--- config.mk ---
export PLATFORM = sky130hd
export DESIGN_NAME = bt_cfg_decode
export DESIGN_NICKNAME = d
export VERILOG_FILES = /design/src/rtl/boot_tbl_pkg.sv /design/src/rtl/bt_cfg_decode.sv
export SDC_FILE = /design/constraint.sdc
export NUM_CORES = 1
export LEC_CHECK = 0
export BUFFER_PORTS_ARGS = -buffer_cell sky130_fd_sc_hd__buf_2
export CAP_MARGIN = 20
export CELL_PAD_IN_SITES_DETAIL_PLACEMENT = 1
export CELL_PAD_IN_SITES_GLOBAL_PLACEMENT = 2
export CORE_ASPECT_RATIO = 1.1
export CORE_MARGIN = 4
export CORE_UTILIZATION = 11
export DETAILED_ROUTE_END_ITERATION = 12
export GPL_TIMING_DRIVEN = 0
export PLACE_DENSITY_LB_ADDON = 0.1
export SLEW_MARGIN = 20
export SYNTH_ARGS = -nofsm -noshare
export SYNTH_HDL_FRONTEND = slang
export SYNTH_SLANG_ARGS = --single-unit
--- constraint.sdc ---
create_clock -name vclk -period 2.9
set_input_delay 0.725 -clock vclk [all_inputs]
set_output_delay 0.725 -clock vclk [all_outputs]
set_load 0.02 [all_outputs]
--- src/rtl/boot_tbl_pkg.sv ---
package boot_tbl_pkg;

   localparam int unsigned HW_W          = 16;
   localparam int unsigned MULT_W        = 14;
   localparam int unsigned DIV_W         = 8;
   localparam int unsigned NUM_FIELDS    = 6;
   localparam int unsigned MIN_LEN_BYTES = 12;

   typedef logic [HW_W-1:0] hword_t;

   // halfword index of each header field (stream order is behaviour)
   localparam int unsigned FI_LEN  = 0;
   localparam int unsigned FI_CSUM = 1;
   localparam int unsigned FI_MODE = 2;
   localparam int unsigned FI_PORT = 3;
   localparam int unsigned FI_PLLH = 4;
   localparam int unsigned FI_PLLL = 5;

   localparam hword_t MODE_SLEEP = 16'd100;
   localparam hword_t PORT_ALL   = 16'hFFFF;

   function automatic logic mode_known(input hword_t m);
      case (m)
         16'd10, 16'd20, 16'd30, 16'd40, 16'd41, 16'd42, 16'd50,
         16'd60, 16'd70, 16'd80, 16'd81, 16'd100, 16'd110: return 1'b1;
         default: return 1'b0;
      endcase
   endfunction

endpackage

--- src/rtl/bt_cfg_decode.sv ---
module bt_cfg_decode
   import boot_tbl_pkg::*;
(
   input  logic              show_i,
   input  hword_t            mode_i,
   input  hword_t            port_i,
   input  hword_t            pll_hi_i,
   input  hword_t            pll_lo_i,
   output logic              mode_unknown_o,
   output hword_t            mode_o,
   output hword_t            port_o,
   output logic              all_ports_o,
   output logic              pll_cond_o,
   output logic              pll_bypass_o,
   output logic [MULT_W-1:0] mult_o,
   output logic [DIV_W-1:0]  prediv_o,
   output logic [DIV_W-1:0]  postdiv_o
);

   logic [1:0]        ctl;
   logic [MULT_W-1:0] mult_raw;
   logic [DIV_W-1:0]  pre_raw, post_raw;
   logic              sleep;

   assign ctl      = pll_hi_i[HW_W-1 -: 2];
   assign mult_raw = pll_hi_i[MULT_W-1:0];
   assign pre_raw  = pll_lo_i[HW_W-1 -: DIV_W];
   assign post_raw = pll_lo_i[DIV_W-1:0];
   assign sleep    = (mode_i == MODE_SLEEP);

   always_comb begin
      mode_unknown_o = 1'b0;
      mode_o         = '0;
      port_o         = '0;
      all_ports_o    = 1'b0;
      pll_cond_o     = 1'b0;
      pll_bypass_o   = 1'b0;
      mult_o         = '0;
      prediv_o       = '0;
      postdiv_o      = '0;
      if (show_i) begin
         mode_unknown_o = ~mode_known(mode_i);
         mode_o         = mode_i;
         port_o         = port_i;
         all_ports_o    = (port_i == PORT_ALL);
         pll_cond_o     = ~sleep & (ctl == 2'b01 || ctl == 2'b10);
         pll_bypass_o   = ~sleep & (ctl == 2'b11);
         mult_o         = (mult_raw == '0) ? MULT_W'(1) : mult_raw;
         prediv_o       = (pre_raw  == '0) ? DIV_W'(1)  : pre_raw;
         postdiv_o      = (post_raw == '0) ? DIV_W'(1)  : post_raw;
      end
   end

endmodule

==> out/metrics.csv <==
metric;value;unit
status;finished, final reports clean;
nFillCells;852;
endpoint_kind;primary output;
grt_pass1_wl;6730;um
firstDrtPassIters;2;
drc;0;
worstMarginPinSlew;0.425;ns
via_per_inst;4.14;
crit_fanout;3;
crit_path_max_incr_delay;0.44;ns
synth_top_area_share;49.6;%
seqCellArea;0;um2
hp-class;primary input to primary output;
synth-xor-area-share;0;%
core_area;0.00631;mm2
yosysUniqueCellTypes;25;
die_y;93.6;um
synthAdderAreaFrac;1.71;%
startpoint;mode_i[9];
fin_nets;319;
p_leak;0.849;nW
pwr-share-comb;100.0;%
post_dp_cell_area;0.00149;mm2
syn_to_final_growth;109;%
switching_share;58.6;%
antenna_found_initial;0;
vias;1369;
power_density;155;mW/mm2
min_period;2.80;ns
nFlopsAndLatches;0;
synth_area;732;um2
critPathSlowestCell;or4_4;
drtIter0Drc;15;
worst_slack;0.0956;ns
finalCritPeriodShare;96.7;%
crit_type;primary input to primary output;
synth_area_per_cell;6.15;um2
fmax;357;MHz
ant_nets;0;
synth_nets;185;
crit_end;mode_unknown_o;
start_util;11.6;%
gp_congestion;0.760;
synthTopCellsByArea;and2_1 50%, nor4_1 5.1%, nor2b_1 4.3%;
grt-ovfl-total;0;
synth_compound_area_share;11.1;%
final-setup-viol-count;0;
dp_worst_setup_slack;0.0675;ns
hpwlAfterDp;4070;um
p_int;0.0983;mW
routed_wl;4510;um
muxShareOfSynthArea;0;%
power_frac_clock;0;%
routedWlPerCell;13.6;um
cp_common_cell;buf_2;
die_x;85.8;um
cp-start-kind;primary input;
p_total;0.238;mW
seq_power_share;0;%
grt_pass1_vias;1379;
slew_headroom;71.7;%
top_level_ports;131;
crit_chain;buf_2 > nor4_4 > nand2_1 > or4_4 > o21ai_4 > o31ai_1 > buf_2;
seq_area_frac_synth;0;%
yosysTopAreaCell;and2_1;
drv_cap;0;
grt_use_total;10.0;%
rows;30;
die_area;0.00802;mm2
whs;1.78;ns
nClkBuffers;0;
finalSetupTns;0;ns
design_area;0.00153;mm2
final_cell_count_no_fill;331;
required;2.17;ns
synth_warnings;0;
ir_drop;0.0389;mV
portBuffers;131;
synthSimpleGateAreaFrac;82.1;%
dp.cells;330;
hold_violations;0;
crit_arrival;2.08;ns
final-max-slew-violation-count;0;
synth_top_family_by_area;simple AND/OR/NAND/NOR gates;
grt_max_degree;11;
power_switching;0.139;mW
n_antenna_cell;0;
final_layout_size_suffix_gt1_share;54.2;%
ctsHoldBuffers;0;
syn_inst;119;
fin_util;24.2;%
-- worst max-delay path: cells and delay by family --
kind	cells	cell delay, ns
simple gates	3	0.79
compound gates	2	0.29
buf+inv	2	0.29
-- area by class of cell --
cell class         count  area (um2)  area share, %
repair buffers       132         676           44.2
multi-input cells    109         714           46.8
plain buffers          6        22.5           1.47
inverters              4        15.0          0.983
well taps             80         100           6.55
-- worst min-delay path by stage --
stage | start | slack (ns) | end | depth (start not counted)
finish | mode_i[8] | 1.78 | mode_o[8] | 3
CTS | pll_lo_i[0] | 1.79 | postdiv_o[0] | 3
global route | pll_lo_i[0] | 1.80 | postdiv_o[0] | 3
floorplan | port_i[1] | 1.59 | all_ports_o | 2
detailed placement | pll_lo_i[0] | 1.79 | postdiv_o[0] | 3
global placement | pll_lo_i[0] | 1.79 | postdiv_o[0] | 3
-- cells in the final DEF, fill, tap and decap left out, types with 2 or more instances in the layout --
cell / instances
buf_2: 129
nand4_1: 4
nor4_1: 6
or4_1: 2
inv_1: 4
nand3_1: 3
nand2_1: 4
nor2b_1: 5
buf_6: 2
nor2_1: 7
and3_1: 2
and2_1: 58
clkbuf_1: 6
o21a_1: 2
o31ai_1: 2
-- repair_timing --
action	CTS	global route
setup endpoints to repair	0	2
endpoints found under the hold margin	0	0
setup buffers	0	1
gates resized for setup	0	6
-- cells in the mapped netlist --
cell type and count:
nor4b_1 1, nor4_1 6, nor2b_1 5, a21boi_1 1
and2_1 58, inv_1 4, nor4bb_1 1, o21ai_2 1
nor2_1 7, o31ai_1 2, and4_1 1, nand4_1 4
and3_1 2, or4_1 3, nor4_2 2, a21oi_1 1
a31o_1 1, ha_1 1, nand2_1 4, clkbuf_1 6
o21a_1 2, a22oi_1 1, o21ai_1 1, a221oi_1 1
nand3_1 3
-- per-layer routing --
| metal | wire (um) | GRT usage, % |
|---|---|---|
| met3 | 560 | 2.38 |
| met1 | 1730 | 11.9 |
| met5 | 0 | 0 |
| met2 | 2220 | 19.2 |
| met4 | 0 | 0 |
-- cell families (layout without fill, tap and decap cells) --
group,Yosys count,after routing
AND/OR/NAND/NOR,97,97
AO/OA/AOI/OAI,11,11
buffers and inverters,10,142
adder cells (fa/ha/maj),1,1
-- power groups by stage --
stage | Sequential, mW | Clock, mW | Combinational (mW)
after floorplan | 0 | 0 | 0.120
after global placement | 0 | 0 | 0.240
after detailed placement | 0 | 0 | 0.239
after CTS | 0 | 0 | 0.240
after global routing | 0 | 0 | 0.263
final | 0 | 0 | 0.238
Power figures use the tool's default switching activity.
